==> src/rtl/rtc_rp_pkg.sv <==
package rtc_rp_pkg;

  localparam int DATA_W = 8;
  // event sources, also their order inside the enable and flag fields
  localparam int NSRC = 3;
  localparam int SRC_UPD = 0;
  localparam int SRC_ALM = 1;
  localparam int SRC_PER = 2;
  // lowest bit of the enable field (control byte) and flag field (status byte)
  localparam int FLD_LO = 4;
  localparam int SQW_BIT = 3;
  localparam int SUM_BIT = 7;

  // control bits cleared by hardware reset
  function automatic logic [DATA_W-1:0] reset_clear_mask();
    logic [DATA_W-1:0] m;
    m = '0;
    m[FLD_LO +: NSRC] = '1;
    m[SQW_BIT] = 1'b1;
    return m;
  endfunction

  // summary flag: any pending flag whose enable is set
  function automatic logic irq_summary(logic [NSRC-1:0] flags, logic [DATA_W-1:0] ctrl);
    return |(flags & ctrl[FLD_LO +: NSRC]);
  endfunction

  // status byte layout seen by the host
  function automatic logic [DATA_W-1:0] status_byte(logic [NSRC-1:0] flags, logic sum);
    logic [DATA_W-1:0] s;
    s = '0;
    s[FLD_LO +: NSRC] = flags;
    s[SUM_BIT] = sum;
    return s;
  endfunction

endpackage

==> src/rtl/rtc_rp_strobe.sv <==
module rtc_rp_strobe (
  input  logic clk,
  input  logic rst_n,
  input  logic cs_n,
  input  logic rd_n,
  input  logic wr_n,
  input  logic stby_n,
  output logic sel,
  output logic wr_commit,
  output logic rd_done
);

  logic wr_prev;
  logic rd_prev;

  always_ff @(posedge clk) begin
    if (!rst_n) begin
      wr_prev <= 1'b1;
      rd_prev <= 1'b1;
    end else begin
      wr_prev <= wr_n;
      rd_prev <= rd_n;
    end
  end

  // access is only possible when selected, out of standby and out of reset
  assign sel       = ~cs_n & stby_n & rst_n;
  assign wr_commit = sel & wr_n & ~wr_prev;
  assign rd_done   = sel & rd_n & ~rd_prev;

endmodule

==> src/rtl/rtc_rp_regs.sv <==
module rtc_rp_regs
  import rtc_rp_pkg::*;
#(
  parameter int IDX_W = 6,
  parameter int B_IDX = 11,
  parameter int C_IDX = 12
) (
  input  logic              clk,
  input  logic              rst_n,
  input  logic              wr_commit,
  input  logic              a0,
  input  logic [DATA_W-1:0] wdata,
  input  logic [DATA_W-1:0] status,
  output logic [IDX_W-1:0]  idx,
  output logic [DATA_W-1:0] ctrl,
  output logic [DATA_W-1:0] rd_mux
);

  localparam int DEPTH = 1 << IDX_W;
  localparam logic [IDX_W-1:0] B_SEL = IDX_W'(B_IDX);
  localparam logic [IDX_W-1:0] C_SEL = IDX_W'(C_IDX);
  localparam logic [DATA_W-1:0] RST_MASK = reset_clear_mask();

  logic [DATA_W-1:0] mem [DEPTH];
  logic wr_idx, wr_ctrl, wr_mem;
  logic [DATA_W-1:0] win;

  assign wr_idx  = wr_commit & ~a0;
  assign wr_ctrl = wr_commit & a0 & (idx == B_SEL);
  assign wr_mem  = wr_commit & a0 & (idx != B_SEL) & (idx != C_SEL);

  // index: untouched by reset
  always_ff @(posedge clk) begin
    if (wr_idx) idx <= wdata[IDX_W-1:0];
  end

  // control byte: reset clears only the enable bits
  always_ff @(posedge clk) begin
    if (!rst_n) ctrl <= ctrl & ~RST_MASK;
    else if (wr_ctrl) ctrl <= wdata;
  end

  // general storage
  always_ff @(posedge clk) begin
    if (wr_mem) mem[idx] <= wdata;
  end

  always_comb begin
    if (idx == B_SEL)      win = ctrl;
    else if (idx == C_SEL) win = status;
    else                   win = mem[idx];
  end

  assign rd_mux = a0 ? win : DATA_W'(idx);

endmodule

==> src/rtl/rtc_rp_flags.sv <==
module rtc_rp_flags
  import rtc_rp_pkg::*;
(
  input  logic              clk,
  input  logic              rst_n,
  input  logic [NSRC-1:0]   evt,
  input  logic              clr,
  input  logic [DATA_W-1:0] ctrl,
  output logic [NSRC-1:0]   flags,
  output logic              summary
);

  logic [NSRC-1:0] hits;

  // an event in the clearing cycle wins over the clear
  always_ff @(posedge clk) begin
    if (!rst_n) flags <= '0;
    else begin
      for (int i = 0; i < NSRC; i++) begin
        if (evt[i])   flags[i] <= 1'b1;
        else if (clr) flags[i] <= 1'b0;
      end
    end
  end

  for (genvar g = 0; g < NSRC; g++) begin : g_hit
    assign hits[g] = flags[g] & ctrl[FLD_LO + g];
  end

  assign summary = |hits;

endmodule

==> src/rtl/rtc_regport.sv <==
module rtc_regport
  import rtc_rp_pkg::*;
#(
  parameter int IDX_W = 6,
  parameter int B_IDX = 11,
  parameter int C_IDX = 12
) (
  input  logic              clk,
  input  logic              rst_n,
  input  logic              bus_cs_n,
  input  logic              bus_a0,
  input  logic              bus_rd_n,
  input  logic              bus_wr_n,
  input  logic              stby_n,
  input  logic [DATA_W-1:0] bus_wdata,
  output logic [DATA_W-1:0] bus_rdata,
  output logic              bus_rdata_oe,
  input  logic              evt_alarm,
  input  logic              evt_update,
  input  logic              evt_periodic,
  output logic              irq_pull
);

  localparam logic [IDX_W-1:0] C_SEL = IDX_W'(C_IDX);

  logic              sel;
  logic              wr_commit;
  logic              rd_done;
  logic              rd_c_done;
  logic [IDX_W-1:0]  idx;
  logic [DATA_W-1:0] ctrl;
  logic [DATA_W-1:0] status;
  logic [DATA_W-1:0] rd_mux;
  logic [NSRC-1:0]   evt;
  logic [NSRC-1:0]   flags;
  logic              summary;

  assign evt[SRC_UPD] = evt_update;
  assign evt[SRC_ALM] = evt_alarm;
  assign evt[SRC_PER] = evt_periodic;

  rtc_rp_strobe u_strobe (
    .clk       (clk),
    .rst_n     (rst_n),
    .cs_n      (bus_cs_n),
    .rd_n      (bus_rd_n),
    .wr_n      (bus_wr_n),
    .stby_n    (stby_n),
    .sel       (sel),
    .wr_commit (wr_commit),
    .rd_done   (rd_done)
  );

  rtc_rp_regs #(
    .IDX_W (IDX_W),
    .B_IDX (B_IDX),
    .C_IDX (C_IDX)
  ) u_regs (
    .clk       (clk),
    .rst_n     (rst_n),
    .wr_commit (wr_commit),
    .a0        (bus_a0),
    .wdata     (bus_wdata),
    .status    (status),
    .idx       (idx),
    .ctrl      (ctrl),
    .rd_mux    (rd_mux)
  );

  // the status read is complete when the strobe returns high
  assign rd_c_done = rd_done & bus_a0 & (idx == C_SEL);

  rtc_rp_flags u_flags (
    .clk     (clk),
    .rst_n   (rst_n),
    .evt     (evt),
    .clr     (rd_c_done),
    .ctrl    (ctrl),
    .flags   (flags),
    .summary (summary)
  );

  assign status       = status_byte(flags, summary);
  assign bus_rdata_oe = sel & ~bus_rd_n;
  assign bus_rdata    = bus_rdata_oe ? rd_mux : '0;
  assign irq_pull     = summary & rst_n & stby_n;

endmodule

==> config.mk <==
export PLATFORM = sky130hd
export DESIGN_NAME = rtc_regport
export DESIGN_NICKNAME = d
export VERILOG_FILES = /design/src/rtl/rtc_rp_pkg.sv /design/src/rtl/rtc_rp_strobe.sv /design/src/rtl/rtc_rp_regs.sv /design/src/rtl/rtc_rp_flags.sv /design/src/rtl/rtc_regport.sv
export SDC_FILE = /design/constraint.sdc
export NUM_CORES = 1
export LEC_CHECK = 0
export BUFFER_PORTS_ARGS = -buffer_cell sky130_fd_sc_hd__buf_2
export CAP_MARGIN = 20
export CORE_MARGIN = 2
export CORE_UTILIZATION = 32
export DETAILED_ROUTE_END_ITERATION = 8
export GPL_TIMING_DRIVEN = 1
export PLACE_DENSITY_LB_ADDON = 0.3
export SETUP_SLACK_MARGIN = 0.5
export SYNTH_ARGS = -nofsm -noshare
export SYNTH_HDL_FRONTEND = slang
export SYNTH_SLANG_ARGS = --single-unit
==> constraint.sdc <==
create_clock -name clk -period 2.1 [get_ports clk]
set_input_delay 0.105 -clock clk [delete_from_list [all_inputs] [get_ports clk]]
set_output_delay 0.105 -clock clk [all_outputs]
set_load 0.05 [all_outputs]
# --- After elaboration in Yosys (flattened, before gate mapping) ---
# Memory sizes are Yosys's and may differ from the RTL's. A register that Yosys moved wholly into a read port is not among the register bits.
# Cells that the tools add are included.
# W data, S select, Z words.
totals:
  register_bits: 19
  input_bits: 18
  word_cells: 53
  ramBits: 512
  n_memories: 1
  out_inout_bits: 10
classes:
  bitwise: 24
  muxes: 11
  n_reduce_logical: 5
  n_eq_ne: 4
mem_list:
  columns: ["name", "depth", "width", "rd", "rd_ports_with_merged_regs", "wr", "line", "text"]
  rows:
  - ["u_regs.mem", 64, 8, 1, 1, 1, "rtc_rp_regs.sv:24", "logic [DATA_W-1:0] mem [DEPTH];"]
ops:
  columns: ["cell", "count"]
  rows:
  - ["$mux W8", 4]
  - ["$and A1 B1 Y1", 19]
  - ["$eq A6 B4 Y1 const B", 2]
  - ["$ne A6 B4 Y1 const B", 2]
  - ["$mux W1", 6]
  - ["$mux W6", 1]
  - ["$reduce_bool A2 Y1", 3]
  - ["$not A1 Y1", 5]
  - ["$reduce_or A3 Y1", 1]
  - ["$reduce_and A2 Y1", 1]

# --- Longest topological paths before layout ---
# Gate-level depths: netlist of run 1.
depth:
  word_depth: 10
  depth_mapped: 10
  depth_no_buf: 5

# --- By module ---
# From an unflattened synthesis of run 1, not the netlist that was laid out.
hier_totals:
  hier_cells: 1033
  hier_area_um2: 21421.8
modules_own_cells:
  columns: ["module", "seq_area_each_um2", "area_per_inst_um2", "cells_each", "n_inst"]
  rows:
  - ["rtc_rp_regs", 15875.2, 21100.2, 999, 1]
  - ["rtc_rp_flags", 60.1, 115.1, 11, 1]
  - ["rtc_regport", 0.0, 105.1, 15, 1]
  - ["rtc_rp_strobe", 40.0, 101.3, 8, 1]

# --- Least setup slack after synthesis of run 1 ---
# No wires, ideal clock.
synth_timing:
  kind: "input-to-output"
  from: "input port bus_cs_n"
  to: "output port bus_rdata[6]"
  path_stages: 6
  t_arrival_ns: 2.827
  path_slack_ns: -0.832
  required_ns: 1.995
  n_path_buf: 1
  cell_sequence: "nor4bb_1 > clkbuf_1 > nand2_1 > nor3b_1 > o21ai_0 > o311ai_1"
synth_between:
  elab_chain_len: 5
synth_lines:
  columns: ["element", "line", "text"]
  rows:
  - ["start, declared", "rtc_regport.sv:10", "input logic bus_cs_n,"]
  - ["$not A1 Y1", "rtc_rp_strobe.sv:27", "assign sel = ~cs_n & stby_n & rst_n;"]
  - ["$and A1 B1 Y1 (2 in series)", "rtc_rp_strobe.sv:27", null]
  - ["$and A1 B1 Y1", "rtc_regport.sv:84", "assign bus_rdata_oe = sel & ~bus_rd_n;"]
  - ["net bus_rdata_oe", "rtc_regport.sv:17", "output logic bus_rdata_oe,"]
  - ["$mux W8", "rtc_regport.sv:85", "assign bus_rdata = bus_rdata_oe ? rd_mux : '0;"]
  - ["end, declared", "rtc_regport.sv:16", "output logic [DATA_W-1:0] bus_rdata,"]
# The timed path passes the listed nets, and every way through them passes these cells.

==> results.md, run 1 <==
* Worst EP required at 2.00 ns
* VDD IR-drop max at 0.549 mV
* Fin crit share at 151%
* HP Class: in -> reg
* DP Wirelength at 35.8 mm
* Net Sw Frac at 19.9%
* Number of global-route vias before repair at 11779
* Top post-synthesis cells by area: edfxtp_1 (74%), mux4_2 (12%), mux4_1 (2.0%), nor2_1 (1.4%), dfxtp_1 (1.4%)
* CP Launch Type: flip-flop
* Routed Antenna Nets at 0
* Outcome: finished, violations left
* RSZ-0062 raised after global routing: yes
* Nets@finish at 1402
* Final Slew Violations at 0
* Relative slew slack at 41.4%
* Clock buffer depth at 3
* DR top layer: met5
* Yosys warns at 0
* Final global-route overflow total at 0
* Clk pwr share at 44.7%
* RePlAce Congestion at 0.894
* TritonCTS clock tree: built
* DR WL met2 at 26.2 mm
* DR pass1 iterations at 5
* Logic gate share of total power at 2.2%
* First-pass GRT wire length at 81.4 mm
* Met3 WL post-DR at 3.30 mm
* Worst-Skew Late Latency at 0.60 ns
* Clock sinks at 537
* Seq/Total Area, Yosys at 75.2%
* Flop pwr share at 53.2%
* Tmin final at 3.16 ns
* Net Sw Power at 4410 uW
* Mean Syn Cell Area at 20.2 um^2
* Area share of the largest cell type after synthesis at 73.7%
* Critical path class: reg -> out
* MaxCap Viol Count at 0
* Top FF cell, synth: edfxtp_1
* Max Clock Freq at 316 MHz
* Initial antenna violation count at 3
* Total power at 22200 uW
* Final setup margin at -1.06 ns
* Setup violations, final at 8
* Violated checks: setup timing
* Power per cell area at 786 mW/mm^2
* Die ar. at 0.0685 mm^2
* Core Rows at 94
* WL/cell at 24.3 um
* PortBufs at 27
* CP max FO at 5
* Proportion of layout cells with a drive suffix above 1 at 46.2%
* DRC errors left at 0
* M1 WL at 24.7 mm
* WHS at 0.0359 ns
* Core area at 0.0657 mm^2
* Worst Skew at 0.0276 ns
* Synth area leader: edfxtp_1
* Root Buffer: clkbuf_16
* Leak at 0.00919 uW
* Asr flop ratio synth at 0%
* Die Y at 262 um
* P_int at 17800 uW
* Post-Route WL at 55.7 mm
* Cell variety after synth at 58
* Post-layout util at 42.9%
* # IOs at 28
* Tot GR Track Use at 16.5%
* Largest net degree at the start of global routing at 68
* Post-synth EDFFs at 522
* Actual slew at the worst max-slew pin at 0.879 ns
* Final Hold Fails at 0
* CP arrival at 3.06 ns
* Vias per inst at 5.02
* Initial core utilization at 32.3%
* Vias at 11511
* Die W at 262 um
* Mapped Area at 0.0213 mm^2
* Post-Synthesis Cells at 1052
* TritonCTS Buffers at 54
* DR iter-0 viols at 1067
* Critical Path End Type: output port
* Area Growth Syn to Fin at 32.7%
* Clock transition at the registers of the reported paths at 0.06 ns
* Synth Register Bits at 537
* Htree depth at 2
==> cells in the mapped netlist, types with 10 or more instances <==
cell and count:
buf_2 20, buf_4 12, clkbuf_1 14, dfxtp_1 15, edfxtp_1 522, mux2_2 21, mux2i_1 22, mux4_1 16
mux4_2 109, nand2_1 35, nand3_1 10, nor2_1 82, nor2b_1 23, o22ai_1 18
==> cells in the final DEF, fill, tap and decap left out, types with 5 or more instances in the layout <==
master	n
nand3_4	5
dfxtp_1	12
o211ai_1	7
nor2_2	8
clkbuf_16	56
dlygate4sd3_1	9
buf_6	49
buf_8	8
clkbuf_1	12
bufinv_16	8
clkinv_1	10
mux4_2	122
nor2_1	17
a211oi_1	5
nand4_1	6
o21ai_0	5
buf_12	71
edfxtp_1	522
nor4_1	5
nor2b_1	22
buf_4	159
clkinv_2	9
nor2_4	57
mux2i_1	20
nand2_1	35
conb_1	16
buf_2	19
nand2b_1	6
o22ai_1	16
mux2_2	19
==> final cells by class <==
class                      instances  area [um^2]
inverter                           7         31.3
timing repair buffer             318         3550
clock inverter                    33          377
fill                            5637        37500
antenna                            1         2.50
multi-input combinational        466         5730
tap                              864         1080
sequential                       537        16000
clock buffer                      68         1440
==> critical path, stage by stage (launching register included) <==
cell	delay, ns
dfxtp_4	0.42
buf_4	0.15
clkbuf_16	0.14
mux4_2	0.51
mux4_2	0.54
nand2_1	0.10
o21a_1	0.16
o211ai_1	0.20
buf_12	0.22
==> per-layer routing <==
metal	vias to the layer above	global-route usage, %
li1	5008	-
met1	6063	23.3
met2	352	25.5
met3	84	3.60
met4	4	4.91
met5	-	0
==> stage by stage <==
stage / cell area [um^2] / TNS, ns / instances / worst slack (ns)
after floorplan: 22000 / -5.28 / 1067 / -0.184
after global placement: 24600 / -6.49 / 2102 / -0.578
after detailed placement: 24600 / -7.48 / 2102 / -0.620
after CTS: 27500 / -7.99 / 2258 / -1.07
after global routing: 28200 / -8.63 / 2294 / -1.14
final: 28200 / -7.95 / 2294 / -1.06
==> power by group through the flow <==
| stage | clock network, uW | registers [uW] | logic [uW] |
|---|---|---|---|
| floorplan | 0 | 12000 | 139 |
| global placement | 0 | 12000 | 437 |
| detailed placement | 0 | 12000 | 450 |
| CTS | 10100 | 11800 | 480 |
| global route | 10500 | 11800 | 519 |
| finish | 9900 | 11800 | 482 |
==> registers in the layout (all words and copies together), names as in the netlist, named ones only <==
register,flops
u_flags.flags,3
u_regs.ctrl,8
u_regs.idx,6
u_regs.mem,512
u_strobe.rd_prev,1
u_strobe.wr_prev,1
==> cell families (layout without fill, tap and decap cells) <==
| kind of cell | after synthesis | in the layout | synth area share [%] |
|---|---|---|---|
| buffers and inverters | 64 | 426 | 1.78 |
| AOI/OAI and AO/OA | 80 | 80 | 2.70 |
| and+or+nand+nor | 202 | 202 | 4.69 |
| DFF | 537 | 537 | 75.2 |
| other | 1 | 17 | 0.0176 |
| muxes | 168 | 168 | 15.7 |
==> path summary, 6_finish.rpt <==
check	slack [ns]	depth (start not counted)	startpoint	end
setup / recovery	-1.06	8	flip-flop	bus_rdata[2]
hold / removal	0.04	2	bus_wdata[5]	u_regs.mem[44][5]$_DFFE_PP_
setup reg to reg	0	7	u_regs.idx[5]$_DFFE_PN_	u_regs.mem[27][1]$_DFFE_PP_
hold reg to reg	0.53	2	u_regs.ctrl[3]$_SDFFE_PN0P_	u_regs.ctrl[3]$_SDFFE_PN0P_
==> repair_timing <==
item / in CTS / in global routing
resized for setup: 109 / 39
gates cloned: 2 / 1
endpoints found under the hold margin: 18 / 0
setup buffers: 44 / 34
pin swaps: 41 / 43
hold buffers: 9 / 0
endpoints found under the setup margin: 516 / 522
No activity file was read; power rests on OpenSTA's default activity.
==> inputs of run 2 (changes only) <==
--- a/config.mk
+++ b/config.mk
@@ -13,6 +13,7 @@
 export GPL_TIMING_DRIVEN = 1
 export PLACE_DENSITY_LB_ADDON = 0.3
 export SETUP_SLACK_MARGIN = 0.5
+export SKIP_CTS_REPAIR_TIMING = 1
 export SYNTH_ARGS = -nofsm -noshare
 export SYNTH_HDL_FRONTEND = slang
 export SYNTH_SLANG_ARGS = --single-unit
==> run 2 against run 1 <==
The run still ends with setup timing left. Highest routed layer unchanged. Cell count decreased by 1.4%. Register-to-register slack about the same. Critical endpoint unchanged. Sequential cell count unchanged. Worst hold slack about the same. Sequential share of layout area increased by 1.1 points. Die area unchanged. Combinational power decreased by 2%. Via count decreased by 1.1%. Core utilization decreased by 0.82 points. Critical path depth unchanged.
==> results.md, run 2 (synthesis gave the netlist of run 1 again) <==
* Crit path max-delay cell type: mux4_2
* Final Slew Violations at 0 (unchanged)
* Logic gate share of total power at 2.1% (about the same)
* P_int at 17800 uW (about the same)
* Power per cell area at 801 mW/mm^2 (+1.9%)
* Worst Skew at 0.0228 ns (-0.00474 ns)
* Tmin final at 3.13 ns (-0.0310 ns)
* Final cell count without fillers at 2263 (-1.4%)
* Clock buffer depth at 3 (unchanged)
* Biggest register: u_regs.mem
* Setup violations, final at 8 (unchanged)
* M1 WL at 24.9 mm (+0.81%)
* Post-Route WL at 54.8 mm (-1.5%)
* DR WL met2 at 25.6 mm (-2.1%)
* Clock transition at the registers of the reported paths at 0.06 ns (about the same)
* Final Hold Fails at 0 (unchanged)
* CP Cell Sequence: buf_12, clkbuf_16, mux4_2, mux4_2, nand2_1, o21a_1, o211ai_1, clkbuf_16
* DR pass1 iterations at 5 (unchanged)
* Max reg flops at 512 (unchanged)
* Fill cells at 5703 (+1.2%)
* WL/cell at 24.2 um (-0.11%)
* Critical path class: reg -> out
* DR top layer: met5
* Met3 WL post-DR at 3.14 mm (-4.6%)
* Max Clock Freq at 319 MHz (+0.99%)
* Net Sw Frac at 19.9% (about the same)
* Leak at 0.00894 uW (-2.7%)
* Tot GR Track Use at 16.0% (-0.46 points)
* Die ar. at 0.0685 mm^2 (unchanged)
* DR iter-0 viols at 1293 (+21%)
* Vias per inst at 5.03 (+0.21%)
* Worst EP required at 2.00 ns (about the same)
* Final setup margin at -1.03 ns (+0.0310 ns)
* Area Growth Syn to Fin at 30.1%
* Core Rows at 94 (unchanged)
* Commonest cells after routing, fill and taps aside: edfxtp_1 (522), buf_4 (147), mux4_2 (122)
* Commonest non-fill, non-tap cell in the layout: edfxtp_1
* DP Worst Slack at -0.620 ns (unchanged)
* RePlAce Congestion at 0.894 (unchanged)
* Proportion of layout cells with a drive suffix above 1 at 44.6% (-1.6 points)
* Number of global-route vias before repair at 11359 (-3.6%)
* # IOs at 28 (unchanged)
* Initial core utilization at 32.3% (unchanged)
* TritonCTS Buffers at 54 (unchanged)
* Actual slew at the worst max-slew pin at 0.873 ns (-0.00602 ns)
* Fin crit share at 149% (-1.5 points)
* Post-layout util at 42.1% (-0.82 points)
* MaxCap Viol Count at 0 (unchanged)
* CP delay by family, top: multiplexers
* Outcome: finished, violations left
* Die W at 262 um (unchanged)
* DP Wirelength at 35.8 mm (unchanged)
* Largest net degree at the start of global routing at 68 (unchanged)
* Net Sw Power at 4400 uW (about the same)
* Nets@finish at 1371 (-2.2%)
* CP bufs+invs at 3 (unchanged)
* Worst-Skew Late Latency at 0.60 ns (about the same)
* Vias at 11379 (-1.1%)
* Largest regs: u_regs.mem x512, u_regs.ctrl x8, u_regs.idx x6
* Root Buffer: clkbuf_16
* Area of the multi-input gates at 0.00566 mm^2 (-1.2%)
* Relative slew slack at 41.8% (+0.40 points)
* CP max FO at 6 (+1)
* Final global-route overflow total at 0 (unchanged)
* Fin area at 0.0277 mm^2 (-1.9%)
* Routed Antenna Nets at 0 (unchanged)
* HP Class: in -> reg
* Clk pwr share at 44.7% (about the same)
* Post-DP Area at 0.0246 mm^2 (unchanged)
* Violated checks: setup timing
* Flop pwr share at 53.2% (about the same)
* Critical Path End Type: output port
* VDD IR-drop max at 0.547 mV (-0.44%)
* Initial antenna violation count at 2 (-1)
* DRC errors left at 0 (unchanged)
* CP Launch Type: flip-flop
* Clock sinks at 537 (unchanged)
* Placed Cells incl. Taps at 2102 (unchanged)
* Core area at 0.0657 mm^2 (unchanged)
* RSZ-0062 raised after global routing: yes
* Storage cell area at 0.0160 mm^2 (unchanged)
* Die Y at 262 um (unchanged)
* Crit path largest cell delay at 0.54 ns (about the same)
* Htree depth at 2 (unchanged)
* Total power at 22200 uW (about the same)
* First-pass GRT wire length at 79.0 mm (-2.9%)
* TritonCTS clock tree: built
* PortBufs at 27 (unchanged)
* CP arrival at 3.03 ns (-0.03 ns)
==> run 2: cell types whose count changed in the layout (fill, tap and decap cells not counted), sizes merged <==
cell    previous run  this run
clkbuf            69        71
buf              308       275
==> run 2: metrics by stage <==
stage	TNS [ns]	hold slack, ns
final	-7.84	0.0362
after global routing	-8.61	0.0244
after CTS	-13.13	-0.290
after detailed placement	-7.48	0.348
after global placement	-6.49	0.345
after floorplan	-5.28	0.204
==> run 2: area by class of cell <==
class                           count  area share [%]
Antenna cell                        1         0.00905
Timing Repair Buffer              287            11.1
Clock buffer                       68            5.19
Inverter                            7           0.113
Tap cell                          864            3.91
Sequential cell                   537            57.8
Multi-Input combinational cell    466            20.5
Clock inverter                     33            1.36
==> run 2: worst paths after layout <==
check,start,endpoint,slack (ns),depth (start not counted)
max,flip-flop,bus_rdata[2],-1.03,8
min,bus_wdata[5],u_regs.mem[44][5]$_DFFE_PP_,0.04,2
max reg2reg,u_regs.idx[5]$_DFFE_PN_,u_regs.ctrl[6]$_SDFFE_PN0P_,0.01,8
min reg2reg,u_regs.ctrl[3]$_SDFFE_PN0P_,u_regs.ctrl[3]$_SDFFE_PN0P_,0.53,2
==> run 2: worst reg2reg max path: stages, from the launching register on <==
cell	delay, ns
edfxtp_1	0.41
or3b_4	0.48
or2_4	0.30
buf_6	0.13
buf_6	0.10
nor3_4	0.15
buf_6	0.15
mux2i_1	0.20
nor2b_1	0.06
==> run 2: power groups by stage <==
stage	Sequential [uW]	Clock [uW]	Combinational (uW)
2_1_floorplan	12000	0	139
3_3_place_gp	12000	0	437
3_5_place_dp	12000	0	450
4_1_cts	11800	10100	449
5_1_grt	11800	10500	510
6_report	11800	9910	472
==> run 2: metal layers <==
metal	vias up	track usage (%)
met5	-	0
met4	2	4.15
met3	79	3.26
met2	344	25.0
met1	6003	22.9
li1	4951	-
==> inputs of run 3 (changes only) <==
==> constraint.sdc (replaced) <==
create_clock -name clk -period 3.9 [get_ports clk]
set_input_delay 0.195 -clock clk [delete_from_list [all_inputs] [get_ports clk]]
set_output_delay 0.195 -clock clk [all_outputs]
set_load 0.05 [all_outputs]
==> run 3 against run 2 <==
The run now ends clean. Cell count decreased by 5.4%. Clock skew fell by 0.0033 ns. Global-route usage down 0.61 points. Combinational power fell by 53%. First-iteration DRC count is 20% lower. Critical path type unchanged.
==> results.md, run 3 (synthesis gave the netlist of run 1 again) <==
* Outcome: complete, no violations
* DRC errors left at 0 (unchanged)
* P_int at 9440 uW (-47%)
* Setup violations, final at 0 (-8)
* Critical path class: reg -> out
* Leak at 0.00813 uW (-9.0%)
* Core area at 0.0657 mm^2 (unchanged)
* Core Rows at 94 (unchanged)
* Fin crit share at 85.3%
* Root Buffer: clkbuf_16
* First-pass GRT wire length at 76.0 mm (-3.7%)
* Worst Skew at 0.0195 ns (-0.00329 ns)
* Hold path startpoint: bus_wdata[4]
* Vias at 10954 (-3.7%)
* Clock buffer depth at 3 (unchanged)
* Flop pwr share at 54.1% (+0.9 points)
* Commonest non-fill, non-tap cell in the layout: edfxtp_1
* Die ar. at 0.0685 mm^2 (unchanged)
* Total power at 11700 uW (-47%)
* Net Sw Frac at 19.6% (-0.24 points)
* Clock sinks at 537 (unchanged)
* Worst-Skew Late Latency at 0.60 ns (about the same)
* Biggest register: u_regs.mem
* Die W at 262 um (unchanged)
* Largest net degree at the start of global routing at 50 (-26%)
* MaxCap Viol Count at 0 (unchanged)
* Clk pwr share at 44.0% (-0.7 points)
* Fill cells at 5881 (+3.1%)
* Number of global-route vias before repair at 10854 (-4.4%)
* RePlAce Congestion at 0.899 (+0.54%)
* Worst EP required at 3.70 ns (+1.70 ns)
* CP arrival at 3.13 ns (+0.10 ns)
* TritonCTS Buffers at 53 (-1.9%)
* HP Class: in -> reg
* VDD IR-drop max at 0.295 mV (-46%)
* Final global-route overflow total at 0 (unchanged)
* CP Cell Sequence: buf_12, buf_6, mux4_2, mux4_2, o211ai_1, o311ai_4, buf_6
* Initial antenna violation count at 0 (-2)
* Max Clock Freq at 301 MHz
* Vias per inst at 5.12 (+1.8%)
* Nets@finish at 1251 (-8.8%)
* DR pass1 iterations at 7 (+2)
* Net Sw Power at 2310 uW (-48%)
* Clock transition at the registers of the reported paths at 0.06 ns (about the same)
* Final Hold Fails at 0 (unchanged)
* CP Launch Type: flip-flop
* # IOs at 28 (unchanged)
* Relative slew slack at 27.3% (-15 points)
* Final Slew Violations at 0 (unchanged)
* Power per cell area at 464 mW/mm^2 (-42%)
* TritonCTS clock tree: built
* CP delay by family, top: multiplexers
* Tmin final at 3.33 ns
* Initial core utilization at 32.3% (unchanged)
* Actual slew at the worst max-slew pin at 1.09 ns (+0.218 ns)
* Tot GR Track Use at 15.4% (-0.61 points)
* Crit path max-delay cell type: mux4_2
* Largest regs: u_regs.mem x512, u_regs.ctrl x8, u_regs.idx x6
* Crit path largest cell delay at 0.56 ns (+0.02 ns)
* Post-Route WL at 54.3 mm (-1.0%)
* Worst R2R Start: u_regs.idx[3]$_DFFE_PN_
* Proportion of layout cells with a drive suffix above 1 at 30.5% (-14 points)
* Setup TNS at 0 ns (+7.84 ns)
* Routed Antenna Nets at 0 (unchanged)
* Area Growth Syn to Fin at 19.1%
* ANT cells at 0 (-1)
* Critical Path End Type: output port
* DR iter-0 viols at 1028 (-20%)
* Logic gate share of total power at 1.9% (-0.2 points)
* Die Y at 262 um (unchanged)
* Htree depth at 2 (unchanged)
* DP Wirelength at 33.9 mm (-5.5%)
* CP bufs+invs at 3 (unchanged)
* RSZ-0062 raised after global routing: yes
* CP max FO at 4 (-2)
* PortBufs at 27 (unchanged)
* Max reg flops at 512 (unchanged)
* Commonest cells after routing, fill and taps aside: edfxtp_1 (522), buf_4 (115), mux4_2 (110)
* WL/cell at 25.4 um (+4.7%)
-- run 3: per-layer routing --
metal	global-route usage (%)	vias up	wire, um
met5	0	-	0
met4	4.26	0	1520
met3	2.59	96	3350
met2	25.0	373	25800
met1	21.5	5784	23600
li1	-	4701	-
-- run 3: layout make-up --
| type | instances | area, um^2 | share of cell area [%] |
|---|---|---|---|
| Clock buffer | 66 | 1460 | 5.76 |
| Sequential cell | 537 | 16000 | 63.2 |
| Tap cell | 864 | 1080 | 4.27 |
| Clock inverter | 32 | 308 | 1.22 |
| Multi-Input combinational cell | 466 | 5020 | 19.8 |
| Timing Repair Buffer | 168 | 1430 | 5.65 |
| Inverter | 7 | 26.3 | 0.104 |
-- run 3: through the flow --
step | setup slack [ns] | cells | util (%) | cell area [um^2] | hold WS (ns)
final | 0.573 | 2140 | 38.5 | 25300 | 0.136
after global routing | 0.482 | 2140 | 38.5 | 25300 | 0.158
after CTS | 0.0405 | 2110 | 37.7 | 24800 | -0.228
after detailed placement | 0.687 | 2012 | 35.1 | 23000 | 0.402
after global placement | 0.647 | 2012 | 35.1 | 23000 | 0.398
after floorplan | 0.788 | 1067 | - | 21300 | 0.294
-- run 3: worst paths after layout --
check | end | slack (ns) | cells after the start
worst min-delay path | u_regs.mem[14][4]$_DFFE_PP_ | 0.14 | 1
worst max register to register | u_regs.mem[52][3]$_DFFE_PP_ | 0.91 | 6
worst min register to register | u_regs.ctrl[5]$_SDFFE_PN0P_ | 0.54 | 2
worst max-delay path | bus_rdata[6] | 0.57 | 7
-- run 3: power groups by stage --
stage | logic, uW | registers [uW] | clock network [uW]
finish | 223 | 6350 | 5170
global route | 241 | 6350 | 5510
CTS | 206 | 6350 | 5300
detailed placement | 206 | 6480 | 0
global placement | 200 | 6480 | 0
floorplan | 67.0 | 6470 | 0
